File: config.mk
export PLATFORM = sky130hd
export DESIGN_NAME = rx_frame_qualifier
export DESIGN_NICKNAME = d
export VERILOG_FILES = /design/src/rtl/rxq_pkg.sv /design/src/rtl/rxq_addr_match.sv /design/src/rtl/rxq_decide.sv /design/src/rtl/rxq_err_flag.sv /design/src/rtl/rx_frame_qualifier.sv
export SDC_FILE = /design/constraint.sdc
export NUM_CORES = 1
export LEC_CHECK = 0
export CAP_MARGIN = 10
export CORE_MARGIN = 4
export CORE_UTILIZATION = 35
export CTS_CLUSTER_DIAMETER = 30
export CTS_CLUSTER_SIZE = 25
export DETAILED_ROUTE_END_ITERATION = 8
export GPL_TIMING_DRIVEN = 0
export PLACE_DENSITY = 0.81
export SYNTH_ARGS = -nofsm -noshare
export SYNTH_HDL_FRONTEND = slang
export SYNTH_SLANG_ARGS = --single-unit
export TNS_END_PERCENT = 30
File: constraint.sdc
create_clock -name clk -period 1.6 [get_ports clk]
set_clock_uncertainty 0.1 [all_clocks]
set_input_delay 0.16 -clock clk [delete_from_list [all_inputs] [get_ports clk]]
set_output_delay 0.16 -clock clk [all_outputs]
set_load 0.02 [all_outputs]
File: src/rtl/rxq_pkg.sv
package rxq_pkg;

    typedef enum logic [1:0] {
        MODE_SHIFT  = 2'd0,
        MODE_UART8  = 2'd1,
        MODE_UART9F = 2'd2,
        MODE_UART9V = 2'd3
    } rx_mode_e;

    typedef struct packed {
        logic take;      // frame accepted: pulse and buffer load
        logic err;       // framing error seen
        logic rb8_load;  // ninth-bit register updates
        logic rb8_val;   // value loaded into it
    } rx_verdict_t;

    function automatic logic nine_bit_mode(input rx_mode_e m);
        return m == MODE_UART9F || m == MODE_UART9V;
    endfunction

    function automatic logic has_stop_bit(input rx_mode_e m);
        return m != MODE_SHIFT;
    endfunction

endpackage

File: src/rtl/rxq_addr_match.sv
module rxq_addr_match #(
    parameter int W = 8
) (
    input  logic [W-1:0] rx_byte,
    input  logic [W-1:0] station_addr,
    input  logic [W-1:0] care_mask,
    output logic         own_hit,
    output logic         bcast_hit
);
    logic [W-1:0] bcast_addr;
    logic [W-1:0] own_bits;
    logic [W-1:0] bc_bits;

    assign bcast_addr = station_addr | care_mask;

    for (genvar i = 0; i < W; i++) begin : g_bit
        assign own_bits[i] = !care_mask[i] || (rx_byte[i] == station_addr[i]);
        assign bc_bits[i]  = !care_mask[i] || (rx_byte[i] == bcast_addr[i]);
    end

    assign own_hit   = &own_bits;
    assign bcast_hit = &bc_bits;
endmodule

File: src/rtl/rxq_decide.sv
module rxq_decide
    import rxq_pkg::*;
(
    input  logic        strobe,
    input  logic        ren,
    input  rx_mode_e    mode,
    input  logic        sm2,
    input  logic        bit9,
    input  logic        stop_bit,
    input  logic        addr_hit,
    output rx_verdict_t verdict
);
    logic live;
    logic pass;

    assign live = strobe && ren;

    always_comb begin
        unique case (mode)
            MODE_SHIFT: pass = 1'b1;
            MODE_UART8: pass = !sm2 || stop_bit;
            default:    pass = !sm2 || (bit9 && addr_hit);
        endcase
    end

    always_comb begin
        verdict          = '0;
        verdict.take     = live && pass;
        verdict.err      = live && has_stop_bit(mode) && !stop_bit;
        verdict.rb8_load = live && pass && mode != MODE_SHIFT;
        verdict.rb8_val  = nine_bit_mode(mode) ? bit9 : stop_bit;
    end
endmodule

File: src/rtl/rxq_err_flag.sv
module rxq_err_flag (
    input  logic clk,
    input  logic rst,
    input  logic set_i,
    input  logic clr_i,
    output logic flag_o
);
    always_ff @(posedge clk) begin
        if (rst)
            flag_o <= 1'b0;
        else if (set_i)
            flag_o <= 1'b1;
        else if (clr_i)
            flag_o <= 1'b0;
    end
endmodule

File: src/rtl/rx_frame_qualifier.sv
module rx_frame_qualifier
    import rxq_pkg::*;
#(
    parameter int DATA_W = 8
) (
    input  logic              clk,
    input  logic              rst,
    input  logic              frame_done,
    input  logic [DATA_W-1:0] rx_data,
    input  logic              rx_bit9,
    input  logic              rx_stop,
    input  logic [1:0]        mode,
    input  logic              sm2,
    input  logic              ren,
    input  logic [DATA_W-1:0] own_addr,
    input  logic [DATA_W-1:0] addr_mask,
    input  logic              fe_clr,
    output logic              ri_set,
    output logic [DATA_W-1:0] rx_byte,
    output logic              rb8,
    output logic              fe
);
    logic        own_hit;
    logic        bcast_hit;
    rx_verdict_t verdict;

    rxq_addr_match #(.W(DATA_W)) i_match (
        .rx_byte      (rx_data),
        .station_addr (own_addr),
        .care_mask    (addr_mask),
        .own_hit      (own_hit),
        .bcast_hit    (bcast_hit)
    );

    rxq_decide i_decide (
        .strobe   (frame_done),
        .ren      (ren),
        .mode     (rx_mode_e'(mode)),
        .sm2      (sm2),
        .bit9     (rx_bit9),
        .stop_bit (rx_stop),
        .addr_hit (own_hit || bcast_hit),
        .verdict  (verdict)
    );

    rxq_err_flag i_fe (
        .clk    (clk),
        .rst    (rst),
        .set_i  (verdict.err),
        .clr_i  (fe_clr),
        .flag_o (fe)
    );

    always_ff @(posedge clk) begin
        if (rst) begin
            ri_set  <= 1'b0;
            rx_byte <= '0;
            rb8     <= 1'b0;
        end else begin
            ri_set <= verdict.take;
            if (verdict.take)
                rx_byte <= rx_data;
            if (verdict.rb8_load)
                rb8 <= verdict.rb8_val;
        end
    end
endmodule

After elaboration in Yosys (flattened, before gate mapping)
Cells that the tools add are included.
- bits in registers: 11
- word-level logic and storage cells: 69
- output and inout bits: 11
- muxes and demuxes: 4
- reduce and logical (&&, ||, !) cells: 41
- eq/ne operators: 19
- bitwise gates (word level): 1
- operator list (operator ; count):
    $logic_or A1 B1 Y1 ; 20
    $eq A1 B1 Y1 ; 16
    $reduce_and A8 Y1 ; 2
    $logic_not A1 Y1 ; 10
    $or A8 B8 Y8 ; 1
    $logic_and A1 B1 Y1 ; 6
    $eq A2 B2 Y1 const B ; 2
    $reduce_bool A2 Y1 ; 2
    $mux W1 ; 3
    $eq A2 B1 Y1 const B ; 1
    $logic_not A2 Y1 ; 1
    $pmux W1 S2 ; 1

Longest topological paths before layout
Gate-level depths: netlist (run 1).
- depth after elaboration: 10
- mapped depth: 6

Cells and area by module
From an unflattened synthesis (run 1), not the netlist that was laid out.
- cells, all modules: 72
- area total of the unflattened synthesis: 625.6 um^2
- by module, submodules not included (module ; instances ; seq. area each (um^2) ; area each (um^2) ; cells each):
    rx_frame_qualifier ; 1 ; 200.2 ; 352.8 ; 32
    rxq_addr_match ; 1 ; 0.0 ; 168.9 ; 26
    rxq_decide ; 1 ; 0.0 ; 65.1 ; 10
    rxq_err_flag ; 1 ; 20.0 ; 38.8 ; 4

Least setup slack after synthesis (run 1)
Ideal clock, no wire load.
- kind: in2reg
- from: input port rx_data[4]
- to: register rx_byte[0]
- setup time: 0.072 ns
- data arrival time: 1.177 ns
- required time: 1.428 ns
- buffers on the path: 1
- cell stages on the path: 6
- setup slack: 0.251 ns
- cell sequence: xnor2_1 o22ai_1 nor4_1 o31a_1 buf_6 mux2i_1
- cells in the longest elaborated chain, start to end: 8
- elaborated cells on any way between the ends: 11
- classes of those cells: eq/ne (2); mux (1); reduce/logical (8)
- ends and longest elaborated chain (what ; line ; RTL):
    start, declared ; rx_frame_qualifier.sv:9 ; input logic [DATA_W-1:0] rx_data,
    $eq A1 B1 Y1 (on tied branches) ; rxq_addr_match.sv:17, rxq_addr_match.sv:18 ;
    $logic_or A1 B1 Y1 (on tied branches) ; rxq_addr_match.sv:17, rxq_addr_match.sv:18 ;
    $reduce_and A8 Y1 (on tied branches) ; rxq_addr_match.sv:21, rxq_addr_match.sv:22 ;
    $logic_or A1 B1 Y1 (*) ; rx_frame_qualifier.sv:42 ; .addr_hit (own_hit || bcast_hit),
    $logic_and A1 B1 Y1 (*) ; rxq_decide.sv:22 ; default: pass = !sm2 || (bit9 && addr_hit);
    $logic_or A1 B1 Y1 (*) ; rxq_decide.sv:22 ;
    $pmux W1 S2 (*) ; rxq_decide.sv:19 ; unique case (mode)
    $logic_and A1 B1 Y1 (*) ; rxq_decide.sv:28 ; verdict.take = live && pass;
    end signal, assigned ; rx_frame_qualifier.sv:62 ; rx_byte <= rx_data;
    end, declared ; rx_frame_qualifier.sv:19 ; output logic [DATA_W-1:0] rx_byte,
Every way passes the cells marked *; elsewhere a longest branch is shown, timed or not.
A chain may end at the register's enable or synchronous reset.

Worst setup path in the final report (run 1)
- from: input port addr_mask[0]
- to: register rx_byte[2]
- cells in the longest elaborated chain, start to end: 9
- elaborated cells on any way between the ends: 12
- classes of those cells: eq/ne (1); mux (1); bitwise (1); reduce/logical (9)
- ends and longest elaborated chain (what ; line ; RTL):
    start, declared ; rx_frame_qualifier.sv:16 ; input logic [DATA_W-1:0] addr_mask,
    $or A8 B8 Y8 ; rxq_addr_match.sv:14 ; assign bcast_addr = station_addr | care_mask;
    $eq A1 B1 Y1 ; rxq_addr_match.sv:18 ; assign bc_bits[i] = !care_mask[i] || (rx_byte[i] == bcast_addr[i]);
    $logic_or A1 B1 Y1 ; rxq_addr_match.sv:18 ;
    $reduce_and A8 Y1 ; rxq_addr_match.sv:22 ; assign bcast_hit = &bc_bits;
    $logic_or A1 B1 Y1 (*) ; rx_frame_qualifier.sv:42 ;
    $logic_and A1 B1 Y1 (*) ; rxq_decide.sv:22 ;
    $logic_or A1 B1 Y1 (*) ; rxq_decide.sv:22 ;
    $pmux W1 S2 (*) ; rxq_decide.sv:19 ;
    $logic_and A1 B1 Y1 (*) ; rxq_decide.sv:28 ;
Marks and branches as above.

==> results.md, run 1 <==
* Relative slew slack at 74.03%
* Nets at 168
* Core ar. at 1802 µm²
* Worst IR drop on VDD at 0.0003766 V
* FF-to-FF End: rb8
* I/O pins at 45
* Cell area after placement at 1156 µm²
* CP required at 1.71 ns
* Final slew viol count at 0
* Post-synthesis average cell area at 8.267 µm²
* Routability cong. at 0.7442
* First-pass GRT wire length at 3415 µm
* H-tree levels at 1
* Status: finished, final reports clean
* Die area at 2760 µm²
* Tmin final at 1.574 ns
* Vias in the first global route at 766
* Vias at 782
* Fin crit share at 98.37%
* RSZ-0062 raised after global routing: yes
* ANT cells at 0
* Drt total wl at 2350 µm
* Die Wd at 52.54 µm
* DR vias/cell at 4.949
* CTS Buf Count at 3
* Mapped Nets at 118
* Setup-failing EPs final at 0
* Post-synthesis sequential area ratio at 31.71%
* Worst Hold Path EP: rx_byte[0]
* Hold buffer count at CTS at 0
* Worst hold path class: primary input to flip-flop
* Hold Vio Cnt, Final at 0
* Initial antenna violation count at 0
* DP Cell Count at 152
* Pwr per Cell Area at 617.3 nW/µm²
* Final instance area at 1240 µm²
* CP max FO at 5
* Pre-antenna DRT Iters at 4
* Final instance count without filler cells at 158
* Routed len/inst at 14.87 µm
* P_leak at 0.5315 nW
* GRT Total Usage at 17.61%
* Drt drc at 0
* FMAX at 635.4 MHz
* Total power at 0.7655 mW
* Clk pin slew, worst setup/hold paths at 0.09 ns
* DR iter-0 viols at 23
* Commonest non-fill, non-tap cell in the layout: clkdlybuf4s50_1
* Synthesized instance count at 84
* # Max-Cap Violations at 0
* Source of the worst register-to-register timing path: rb8
* Fin util at 68.82%
* Num rows at 15
* Post-route ant nets at 0
* Reg2reg path depth at 2
* Most frequent cells in the layout: 26 x clkdlybuf4s50_1, 13 x nand2b_1, 13 x dlygate4sd2_1
* Cells on Worst Hold Path at 3
* Grt total ovfl at 0
* DP HPWL at 1750 µm
* Clock sink count at 11
* Startpoint class of the critical path: primary input
* Worst hold start: rx_data[0]
* Mapped Area at 694.4 µm²
* CTS tree: done
* Die Ht at 52.54 µm
* Register-to-register setup slack at 0.78 ns
* Yosys warns at 0
* Setup crit end kind: flip-flop
* Port Buffers at 43
* Flops & latches, synth at 11
* Max Buffers Root-to-Sink at 2
* Arrival time worst endpoint at 1.69 ns
* Clock insertion delay at the later pin of the skew report at 0.29 ns
* Critical path class: primary input to flip-flop
* Post-synth cell types at 18
* Worst slew pin tran at 0.3896 ns
* Area Overhead vs Synth at 78.56%
* Initial core utilization at 38.54%
* CTS root buf: clkbuf_4
* Hold Slack at 0.2307 ns
* Share of cells above drive strength 1 at 15.04%
* Largest net degree at the start of global routing at 11
how the worst max path moves through the flow:
stage	from	cells past startpoint	to	slack, ns
2_1_floorplan	rx_data[4]	6	rx_byte[0]	0.25
3_3_place_gp	rx_data[2]	7	rx_byte[4]	-0.38
3_5_place_dp	rx_data[1]	7	rx_byte[1]	-0.40
4_1_cts	own_addr[3]	7	rx_byte[4]	0.006
5_1_grt	rx_data[2]	7	rx_byte[2]	-0.09
6_report	addr_mask[0]	7	rx_byte[2]	0.03
stage by stage:
stage                     setup TNS [ns]  worst slack (ns)
after floorplan                        0            0.2510
after global placement            -3.634           -0.3819
after CTS                              0          0.005759
after detailed placement          -3.686           -0.4028
after global routing             -0.3897          -0.08560
final                                  0           0.02615
registers in the layout, summed over array words and instances, names as in the netlist:
name and flops:
rx_byte 8, i_fe.flag_o 1, rb8 1, ri_set 1
worst max-delay path: stages:
cell and delay, ns:
clkdlybuf4s50_1 0.41, inv_2 0.07, o22ai_2 0.09, nor4_2 0.33
o31a_1 0.25, buf_6 0.16, mux2i_1 0.22
Yosys cell counts:
master	instances	area (µm²)
nor4_1	2	12.51
clkbuf_1	2	7.510
mux2i_1	9	90.09
o22ai_1	8	50.05
and2b_1	1	7.510
buf_6	1	11.26
a21oi_1	3	15.01
nand2_1	3	11.26
inv_1	9	33.78
xnor2_1	8	70.07
o21ai_0	1	5.000
nor3_1	1	5.000
or2b_1	5	37.54
nor2_1	5	18.77
nand2b_1	13	81.33
a221oi_1	1	8.760
o31a_1	1	8.760
dfxtp_1	11	220.2
routing by layer:
layer	up-vias	track usage (%)	share of wire (%)	wire, µm
met2	45	27.69	46	1082
met3	6	2.564	9.0	211
met1	349	22.07	42	989
met4	0	11.49	2.8	66
met5	-	0	0	0
li1	382	-	-	-
report_power, final:
part	internal, mW	switching (mW)	leakage (nW)
registers	0.287	0.00657	0.0896
clock network	0.0930	0.127	0.0177
logic	0.144	0.108	0.424
layout make-up:
class | count | area [µm²]
Timing Repair Buffer | 45 | 436.7
Fill cell | 157 | 561.8
Sequential cell | 11 | 220.2
Clock buffer | 3 | 22.52
Clock inverter | 1 | 5.005
Buffer | 3 | 18.77
Multi-Input combinational cell | 61 | 471.7
Tap cell | 25 | 31.28
Inverter | 9 | 33.78
kinds of logic after synthesis:
group | Yosys count | synth area share [%]
AO/OA/AOI/OAI | 14 | 12.61
buffers and inverters | 12 | 7.568
multiplexers | 9 | 12.97
AND/OR/NAND/NOR | 30 | 25.05
flip-flops | 11 | 31.71
XOR/XNOR | 8 | 10.09
what timing repair did:
action                     4_1_cts  5_1_grt
gates resized for setup         15       17
setup buffers                    0        1
pin swaps                        9        6
setup endpoints to repair        9       10
cloned                           1        0
(Power assumes the default switching activity.)
==> run 2, diff against run 1 <==
--- a/config.mk
+++ b/config.mk
@@ -6,13 +6,14 @@
 export NUM_CORES = 1
 export LEC_CHECK = 0
 export CAP_MARGIN = 10
-export CORE_MARGIN = 4
-export CORE_UTILIZATION = 35
+export CORE_AREA = 4 4 41 43
 export CTS_CLUSTER_DIAMETER = 30
 export CTS_CLUSTER_SIZE = 25
 export DETAILED_ROUTE_END_ITERATION = 8
+export DIE_AREA = 0 0 45 47
+export DONT_BUFFER_PORTS = 1
 export GPL_TIMING_DRIVEN = 0
-export PLACE_DENSITY = 0.81
+export PLACE_DENSITY = 0.7
 export SYNTH_ARGS = -nofsm -noshare
 export SYNTH_HDL_FRONTEND = slang
 export SYNTH_SLANG_ARGS = --single-unit
==> run 2 against run 1 <==
Combinational power shrank 56%. Die area shrank 23%. Maximum frequency grew 28%. Clock-buffer cell count grew 1. Worst setup slack gained 0.34 ns. Power shrank 21%. Sequential share of layout area grew 10 points. Via count shrank 26%. Critical path type unchanged. Design area shrank 37%. Largest power group unchanged. Utilization shrank 8.9 points. Register-to-register slack lost 0.11 ns. Worst hold slack lost 0.21 ns.
==> results.md, run 2 (synthesis gave the netlist of run 1 again) <==
* Core ar. at 1301 µm²
* I/O pins at 45
* Cell area after placement at 713.2 µm²
* Die Wd at 45 µm
* Hold Vio Cnt, Final at 0
* Biggest register: rx_byte
* Clk pin slew, worst setup/hold paths at 0.07 ns
* Post-CTS setup buffers at 0
* Fill cell count at 137
* Critical path class: primary input to flip-flop
* Startpoint class of the critical path: primary input
* Largest net degree at the start of global routing at 11
* Clock insertion delay at the later pin of the skew report at 0.26 ns
* Status: finished, final reports clean
* Pre-antenna DRT Iters at 4
* # Max-Cap Violations at 0
* RSZ-0062 raised after global routing: no
* First-pass GRT wire length at 2449 µm
* CTS root buf: clkbuf_4
* Die area at 2115 µm²
* Fin util at 59.90%
* Setup TNS at 0 ns
* CTS Buf Count at 3
* Post-route ant nets at 0
* CP max FO at 9
* Final instance area at 779.5 µm²
* CTS tree: done
* DP HPWL at 1291 µm
* Cts repair resizes at 0
* Initial antenna violation count at 0
* Relative slew slack at 72.96%
* Routed len/inst at 14.95 µm
* ANT cells at 0
* Nets at 127
* Pwr per Cell Area at 778.7 nW/µm²
* P_leak at 0.3098 nW
* H-tree levels at 1
* Drt drc at 0
* Grt total ovfl at 0
* Max Buffers Root-to-Sink at 2
* Final slew viol count at 0
* Commonest non-fill, non-tap cell in the layout: nand2b_1
* Initial core utilization at 53.37%
* Worst hold path class: primary input to flip-flop
* Area Overhead vs Synth at 12.25%
* Setup crit end kind: flip-flop
* Hold buffer count at CTS at 4
* FMAX at 812.0 MHz
* Max reg flops at 8
* DR vias/cell at 5.439
* Port Buffers at 0
* GRT Total Usage at 16.06%
* Fin crit share at 76.97%
* Worst slew pin tran at 0.4056 ns
* Clock sink count at 11
* Num rows at 13
* Share of cells above drive strength 1 at 4.348%
* Setup-failing EPs final at 0
* Die Ht at 47 µm
* Vias in the first global route at 617
* Most frequent cells in the layout: 13 x nand2b_1, 11 x dfxtp_1, 9 x inv_1, 9 x mux2i_1
* DR iter-0 viols at 5
* Routability cong. at 0.7615
* Arrival time worst endpoint at 1.32 ns
* Drt total wl at 1600 µm
* Vias at 582
* CP required at 1.69 ns
* Tmin final at 1.232 ns
* Worst IR drop on VDD at 0.0004360 V
==> run 2: worst paths after layout <==
| check | cells after the start | from | slack (ns) | to |
|---|---|---|---|---|
| setup reg to reg | 2 | rb8 | 0.67 | rb8 |
| hold / removal | 2 | sm2 | 0.02 | rb8 |
| hold reg to reg | 2 | rx_byte[6] | 0.48 | rx_byte[6] |
| setup / recovery | 6 | rx_data[5] | 0.37 | rx_byte[0] |
==> run 2: where the power goes <==
part           switching (mW)  leakage (nW)  internal, mW
clock network          0.0883        0.0150        0.0962
registers              0.0240        0.0896         0.287
logic                  0.0486         0.205        0.0629
total                   0.161         0.310         0.446
==> run 2: per-layer routing <==
metal | routed length, µm | up-vias | GRT usage [%]
met3 | 168 | 2 | 5.747
met1 | 677 | 258 | 18.04
met4 | 9 | 0 | 7.018
met2 | 745 | 26 | 27.40
li1 | - | 296 | -
met5 | 0 | - | 0
==> run 2: critical path, cell delays in order <==
cell	delay [ns]
xnor2_1	0.14
o22ai_1	0.10
nor4_1	0.36
o31a_1	0.21
buf_6	0.16
mux2i_1	0.19
==> run 2: through the flow <==
stage / power (mW) / worst slack, ns / hold slack [ns] / std cells
CTS: 0.6130 / 0.3684 / 0.01497 / 107
detailed placement: 0.4214 / 0.09586 / 0.2291 / 99
global route: 0.6391 / 0.2471 / 0.01952 / 107
global placement: 0.4191 / 0.1029 / 0.2204 / 99
floorplan: 0.4045 / 0.2510 / 0.2155 / 84
finish: 0.6070 / 0.3684 / 0.02083 / 107
==> run 2: cell type report <==
type                       count  area [µm²]  share of cell area [%]
multi-input combinational     61       421.7                   54.09
sequential                    11       220.2                   28.25
timing repair buffer           4       40.04                   5.136
inverter                       9       33.78                   4.334
clock buffer                   4       26.28                   3.371
buffer                         3       18.77                   2.408
tap                           15       18.77                   2.408
